$ cat src/rtl/hbf_pkg.sv
package hbf_pkg;

  localparam int TAPS        = 55;
  localparam int CTR         = (TAPS - 1) / 2;
  localparam int NPAIR       = (CTR + 1) / 2;
  localparam int NTERM       = NPAIR + 1;
  localparam int CENTER_COEF = 512;

  typedef enum logic [1:0] {
    MODE_EQUAL      = 2'd0,
    MODE_DECIM      = 2'd1,
    MODE_INTRP_HALF = 2'd2,
    MODE_INTRP_FULL = 2'd3
  } rate_mode_e;

  // Coefficient of the tap pair at odd distance 2*m-1 from the centre.
  function automatic int side_coef(input int m);
    case (m)
      1:  side_coef = 307;
      2:  side_coef = -96;
      3:  side_coef = 50;
      4:  side_coef = -30;
      5:  side_coef = 19;
      6:  side_coef = -12;
      7:  side_coef = 8;
      8:  side_coef = -5;
      9:  side_coef = 3;
      10: side_coef = -2;
      11: side_coef = 1;
      12: side_coef = -1;
      13: side_coef = 1;
      14: side_coef = -1;
      default: side_coef = 0;
    endcase
  endfunction

endpackage

$ cat src/rtl/hbf_rate_ctrl.sv
module hbf_rate_ctrl
  import hbf_pkg::*;
#(
  parameter int DW = 10
) (
  input  logic                 clk,
  input  logic                 rst,
  input  rate_mode_e           mode,
  input  logic                 sync_in,
  input  logic signed [DW-1:0] din,
  output logic signed [DW-1:0] push_data,
  output logic                 push_keep
);

  logic dec_ph;
  logic int_odd;

  always_ff @(posedge clk) begin
    if (rst) begin
      dec_ph  <= 1'b0;
      int_odd <= 1'b0;
    end else begin
      dec_ph <= ~dec_ph;
      if (sync_in) int_odd <= 1'b0;
      else         int_odd <= ~int_odd;
    end
  end

  always_comb begin
    unique case (mode)
      MODE_EQUAL: begin
        push_data = din;
        push_keep = 1'b1;
      end
      MODE_DECIM: begin
        push_data = din;
        push_keep = dec_ph;
      end
      default: begin
        push_data = (sync_in || int_odd) ? '0 : din;
        push_keep = 1'b1;
      end
    endcase
  end

endmodule

$ cat src/rtl/hbf_tapline.sv
module hbf_tapline
  import hbf_pkg::*;
#(
  parameter int DW = 10
) (
  input  logic                 clk,
  input  logic                 rst,
  input  logic signed [DW-1:0] push_data,
  input  logic                 push_keep,
  output logic signed [DW-1:0] tap_q [TAPS],
  output logic                 tag_q
);

  always_ff @(posedge clk) begin
    if (rst) begin
      for (int i = 0; i < TAPS; i++) tap_q[i] <= '0;
      tag_q <= 1'b0;
    end else begin
      tap_q[0] <= push_data;
      for (int i = 1; i < TAPS; i++) tap_q[i] <= tap_q[i-1];
      tag_q <= push_keep;
    end
  end

endmodule

$ cat src/rtl/hbf_mac.sv
module hbf_mac
  import hbf_pkg::*;
#(
  parameter  int DW      = 10,
  parameter  int CW      = 11,
  parameter  int GRP     = 4,
  parameter  int OUT_LAT = 7,
  localparam int PW      = DW + 1,
  localparam int MW      = PW + CW,
  localparam int SW      = MW + $clog2(NTERM)
) (
  input  logic                 clk,
  input  logic                 rst,
  input  logic signed [DW-1:0] tap_q [TAPS],
  input  logic                 tag_in,
  output logic signed [SW-1:0] acc,
  output logic                 acc_tag
);

  localparam int NGRP  = (NTERM + GRP - 1) / GRP;
  localparam int NPAD  = NGRP * GRP;
  localparam int ALIGN = OUT_LAT - 5;
  localparam int TD    = OUT_LAT - 1;

  logic signed [PW-1:0] pre_w  [NTERM];
  logic signed [MW-1:0] prod_w [NPAD];
  logic signed [SW-1:0] grp_w  [NGRP];
  logic signed [SW-1:0] total;
  logic signed [SW-1:0] sum_q;
  logic [TD-1:0]        tag_sr;

  // Stage 1: symmetric pre-add of each nonzero pair, centre passed alone.
  for (genvar m = 0; m < NPAIR; m++) begin : g_pair
    localparam int DIST = 2 * m + 1;
    logic signed [PW-1:0] pre_q;
    always_ff @(posedge clk) begin
      if (rst) pre_q <= '0;
      else     pre_q <= PW'(tap_q[CTR-DIST]) + PW'(tap_q[CTR+DIST]);
    end
    assign pre_w[m] = pre_q;
  end

  logic signed [PW-1:0] ctr_q;
  always_ff @(posedge clk) begin
    if (rst) ctr_q <= '0;
    else     ctr_q <= PW'(tap_q[CTR]);
  end
  assign pre_w[NPAIR] = ctr_q;

  // Stage 2: constant multiplies, padded to a whole number of groups.
  for (genvar i = 0; i < NPAD; i++) begin : g_mul
    if (i < NTERM) begin : g_live
      localparam logic signed [CW-1:0] K =
        CW'((i < NPAIR) ? side_coef(i + 1) : CENTER_COEF);
      logic signed [MW-1:0] p_q;
      always_ff @(posedge clk) begin
        if (rst) p_q <= '0;
        else     p_q <= MW'(pre_w[i]) * MW'(K);
      end
      assign prod_w[i] = p_q;
    end else begin : g_pad
      assign prod_w[i] = '0;
    end
  end

  // Stage 3: partial sums per group.
  for (genvar g = 0; g < NGRP; g++) begin : g_grp
    logic signed [SW-1:0] part;
    logic signed [SW-1:0] part_q;
    always_comb begin
      part = '0;
      for (int i = 0; i < GRP; i++) part = part + SW'(prod_w[g*GRP+i]);
    end
    always_ff @(posedge clk) begin
      if (rst) part_q <= '0;
      else     part_q <= part;
    end
    assign grp_w[g] = part_q;
  end

  // Stage 4: final sum.
  always_comb begin
    total = '0;
    for (int g = 0; g < NGRP; g++) total = total + grp_w[g];
  end

  always_ff @(posedge clk) begin
    if (rst) sum_q <= '0;
    else     sum_q <= total;
  end

  // Alignment stages pad the datapath up to the fixed latency.
  if (ALIGN == 0) begin : g_noalign
    assign acc = sum_q;
  end else begin : g_align
    logic signed [SW-1:0] al_q [ALIGN];
    always_ff @(posedge clk) begin
      if (rst) begin
        for (int i = 0; i < ALIGN; i++) al_q[i] <= '0;
      end else begin
        al_q[0] <= sum_q;
        for (int i = 1; i < ALIGN; i++) al_q[i] <= al_q[i-1];
      end
    end
    assign acc = al_q[ALIGN-1];
  end

  // The valid tag rides alongside the data through every stage.
  always_ff @(posedge clk) begin
    if (rst) tag_sr <= '0;
    else     tag_sr <= {tag_sr[TD-2:0], tag_in};
  end
  assign acc_tag = tag_sr[TD-1];

endmodule

$ cat src/rtl/hbf_fir.sv
module hbf_fir
  import hbf_pkg::*;
#(
  parameter  int DW      = 10,
  parameter  int CW      = 11,
  parameter  int GRP     = 4,
  parameter  int OUT_LAT = 7,
  localparam int SW      = DW + 1 + CW + $clog2(NTERM),
  localparam int OW      = SW + 1
) (
  input  logic                 clk,
  input  logic                 rst,
  input  logic [1:0]           mode_sel,
  input  logic                 sync_in,
  input  logic signed [DW-1:0] din,
  output logic signed [OW-1:0] dout,
  output logic                 dout_vld
);

  rate_mode_e           mode;
  logic signed [DW-1:0] push_data;
  logic                 push_keep;
  logic signed [DW-1:0] tap_q [TAPS];
  logic                 tag_q;
  logic signed [SW-1:0] acc;
  logic                 acc_tag;

  assign mode = rate_mode_e'(mode_sel);

  hbf_rate_ctrl #(.DW(DW)) u_rate (
    .clk       (clk),
    .rst       (rst),
    .mode      (mode),
    .sync_in   (sync_in),
    .din       (din),
    .push_data (push_data),
    .push_keep (push_keep)
  );

  hbf_tapline #(.DW(DW)) u_taps (
    .clk       (clk),
    .rst       (rst),
    .push_data (push_data),
    .push_keep (push_keep),
    .tap_q     (tap_q),
    .tag_q     (tag_q)
  );

  hbf_mac #(.DW(DW), .CW(CW), .GRP(GRP), .OUT_LAT(OUT_LAT)) u_mac (
    .clk     (clk),
    .rst     (rst),
    .tap_q   (tap_q),
    .tag_in  (tag_q),
    .acc     (acc),
    .acc_tag (acc_tag)
  );

  always_ff @(posedge clk) begin
    if (rst) begin
      dout     <= '0;
      dout_vld <= 1'b0;
    end else begin
      dout_vld <= acc_tag;
      if (acc_tag) begin
        if (mode == MODE_INTRP_FULL) dout <= OW'(acc) <<< 1;
        else                         dout <= OW'(acc);
      end
    end
  end

endmodule

$ cat config.mk
export PLATFORM = sky130hd
export DESIGN_NAME = hbf_fir
export DESIGN_NICKNAME = d
export VERILOG_FILES = /design/src/rtl/hbf_pkg.sv /design/src/rtl/hbf_rate_ctrl.sv /design/src/rtl/hbf_tapline.sv /design/src/rtl/hbf_mac.sv /design/src/rtl/hbf_fir.sv
export SDC_FILE = /design/constraint.sdc
export NUM_CORES = 2
export LEC_CHECK = 0
export ABC_AREA = 1
export BUFFER_PORTS_ARGS = -buffer_cell sky130_fd_sc_hd__buf_2
export CAP_MARGIN = 15
export CORE_MARGIN = 8
export CORE_UTILIZATION = 40
export CTS_BUF_LIST = sky130_fd_sc_hd__clkbuf_4
export CTS_CLUSTER_DIAMETER = 100
export CTS_CLUSTER_SIZE = 25
export DETAILED_ROUTE_END_ITERATION = 8
export GPL_TIMING_DRIVEN = 0
export HOLD_SLACK_MARGIN = 0.15
export REMOVE_ABC_BUFFERS = 1
export SLEW_MARGIN = 10
export SYNTH_ARGS = -nofsm -noshare
export SYNTH_HDL_FRONTEND = slang
export SYNTH_SLANG_ARGS = --single-unit
$ cat constraint.sdc
create_clock -name clk -period 5.67 [get_ports clk]
set_input_delay 0.2835 -clock clk [delete_from_list [all_inputs] [get_ports clk]]
set_output_delay 0.2835 -clock clk [all_outputs]
set_load 0.05 [all_outputs]
==> flow_summary.ini <==
[place]
port_buffers = 42
dp.cells = 9051
gp_congestion = 0.886
dp_hpwl_um = 103000

[sta]
fin_crit_ns = 4.49
setup_tns_ns = 0
fin_skew_ns = 0.121
relSlewSlack_pct = 24.9
tightest_slew_ns = 1.12
slew_viol_final = 0
rsz0062_at_grt = no
hold_viol_final = 0
clock.fmax_ghz = 0.223
finalCritPeriodShare_pct = 79.2
setup_viol = 0

[floorplan]
rows = 138
start_util_pct = 40.2
ios = 43
core-area_mm2 = 0.141
die_h_um = 393
die_w_um = 393
die_area_mm2 = 0.154

[power_and_ir_drop]
p_seq_share_pct = 69.8
switching_share_pct = 24.0
p_comb_share_pct = 4.4
p_per_area_mw_per_mm2 = 195
p_sw_mw = 2.81
p_int_mw = 8.87
clock_power_share_pct = 25.8
max-vdd-ir-drop_mv = 0.190
p_leak_nw = 28.4

[global_route]
first_global_vias = 41200
overflow = 0
antenna_found_initial = 9
grt_first_pass_wirelength_um = 212000
grt_use_total_pct = 16.7
grt_max_degree = 145

[setup_path]
startpoint_type = flip-flop
ff2ff_setup_slack_ns = 1.18
worstPathArrival_ns = 5.37
worst_ep_required_time_ns = 6.55
crit_path_max_fanout = 12
path_class = reg2reg
critPathCaptureType = flip-flop

[cts]
cts_root_buffer = clkbuf_4
clock_path_buffers = 3
cts.clk_slew.worst_paths_ns = 0.23
cts_inserted_buffers = 55
htree_levels = 2
cts.repair.resized = 0
postCtsSetupBuffers = 0
cts_sinks = 1139
tritoncts = done
clock_latency_ns = 1.08
postCtsHoldBufs = 38

[route]
num_vias = 42600
routedWlPerCell_um = 14.1
detail_route.vias_per_cell = 4.64
drt_pass1_iterations = 6
drc = 0
detail-route-antenna-nets = 0
drt_iter0_markers = 2525
wl_um = 129000

[yosys]
post_synth.cell_area_avg_um2 = 7.83
ys_async_sr_fraction_pct = 0
netlist_instances = 7246
netlist_area_mm2 = 0.0567
synthFlopType = dfxtp_1
ys_ff_latch = 1139
synth.distinct_cells = 42
yosysSeqAreaShare_pct = 40.2
synth_edf_count = 0
yosysWarnings = 0

[finish]
fin_cells = 9167
regArea_mm2 = 0.0228
final_layout_size_suffix_gt1_share_pct = 2.08
final_cell_mix = 1,446 x inv_1, 1,256 x nor2_1, 1,138 x dfxtp_1
final_util_pct = 42.5
multiInputGateArea_mm2 = 0.0279
fill_cells = 14500
finalNetCount = 8045
areaGrowthSynthToFinish_pct = 5.76
final_common_cell = inv_1

[min_path]
hold_class = reg2reg

[job]
drv_cap = 0

[outcome]
status = finished clean
power by group through the flow:
stage,logic (mW),clock network (mW),registers [mW]
6_report,0.519,3.01,8.15
5_1_grt,0.588,3.47,8.17
4_1_cts,0.523,3.19,8.15
3_5_place_dp,0.499,0,8.30
3_3_place_gp,0.480,0,8.30
2_1_floorplan,0.277,0,8.29
cell families after synthesis:
family | Yosys count | share of synthesized area [%]
AND/OR/NAND/NOR | 2772 | 19.6
XOR/XNOR | 34 | 0.525
flip-flops | 1139 | 40.2
AO/OA/AOI/OAI | 941 | 8.91
adder cells (fa/ha/maj) | 774 | 20.1
buffers and inverters | 1586 | 10.7
worst max-delay path, stage by stage (launching register included):
cell	delay (ns)
dfxtp_1	0.95
fa_1	0.54
ha_1	0.42
nand2_1	0.09
inv_1	0.11
nand2_1	0.11
nor3_1	0.26
nand4_1	0.21
nand3_1	0.13
nand2_1	0.05
nand2_1	0.06
inv_1	0.07
ha_1	0.40
nand2_1	0.12
nor2_1	0.22
nand2_1	0.13
nor2_1	0.12
nand2_1	0.06
nand3_1	0.09
nand2_1	0.06
nand2_1	0.06
nor2_1	0.05
final timing paths:
check	cells past startpoint	end	from
setup / recovery	21	u_mac.g_grp[2].part_q[21]	u_mac.g_mul[10].g_live.p_q[10]
hold / removal	2	u_taps.tap_q[126]	u_taps.tap_q[136]
setup reg to reg	21	u_mac.g_grp[2].part_q[21]	u_mac.g_mul[10].g_live.p_q[10]
hold reg to reg	2	u_taps.tap_q[126]	u_taps.tap_q[136]
cell usage after synthesis (all sizes together), types with 41 or more instances:
cell type | n | area share [%]
inv | 1449 | 9.6
nor2 | 1261 | 8.4
dfxtp | 1139 | 40
nand2 | 1088 | 7.2
ha | 546 | 12
a21oi | 515 | 4.5
o21ai | 293 | 2.6
nand3 | 281 | 2.5
fa | 228 | 8.0
buf | 96 | 0.83
nand4 | 56 | 0.62
nor3 | 54 | 0.52
clkbuf | 41 | 0.27
sequential cells by signal, indices dropped and copies added, names as in the netlist:
name	flops
u_mac.g_pair.pre_q	154
dout	27
u_rate.int_odd	1
u_taps.tag_q	1
u_mac.g_grp.part_q	94
dout_vld	1
u_mac.ctr_q	10
u_taps.tap_q	530
u_mac.tag_sr	6
u_mac.g_mul.g_live.p_q	236
u_mac.sum_q	26
u_mac.g_align.al_q	52
u_rate.dec_ph	1
stage by stage:
step | power (mW) | setup slack [ns] | area, um2 | hold slack, ns
2_1_floorplan | 8.57 | 1.81 | 56100 | 0.350
3_5_place_dp | 8.80 | 1.33 | 59000 | 0.392
4_1_cts | 11.9 | 1.16 | 60000 | 0.206
3_3_place_gp | 8.78 | -22.12 | 58700 | 0.390
5_1_grt | 12.2 | 0.637 | 60000 | 0.297
6_report | 11.7 | 1.18 | 60000 | 0.359
metal layers:
layer,up-vias,track usage (%),share of wire (%),wire length (um)
met3,146,1.44,3.0,3920
met2,621,27.9,45,57800
met5,-,0,0.010,13
li1,22400,-,-,-
met4,2,3.61,2.1,2710
met1,19400,23.6,50,64700
layout make-up:
cell class | count | area share [%]
Clock inverter | 16 | 0.371
Antenna cell | 7 | 0.0292
Clock buffer | 55 | 0.688
Sequential cell | 1139 | 38.0
Multi-Input combinational cell | 4521 | 46.4
Tap cell | 1890 | 3.94
Timing Repair Buffer | 90 | 1.45
Inverter | 1449 | 9.08
No activity file was read; power rests on OpenSTA's default activity.
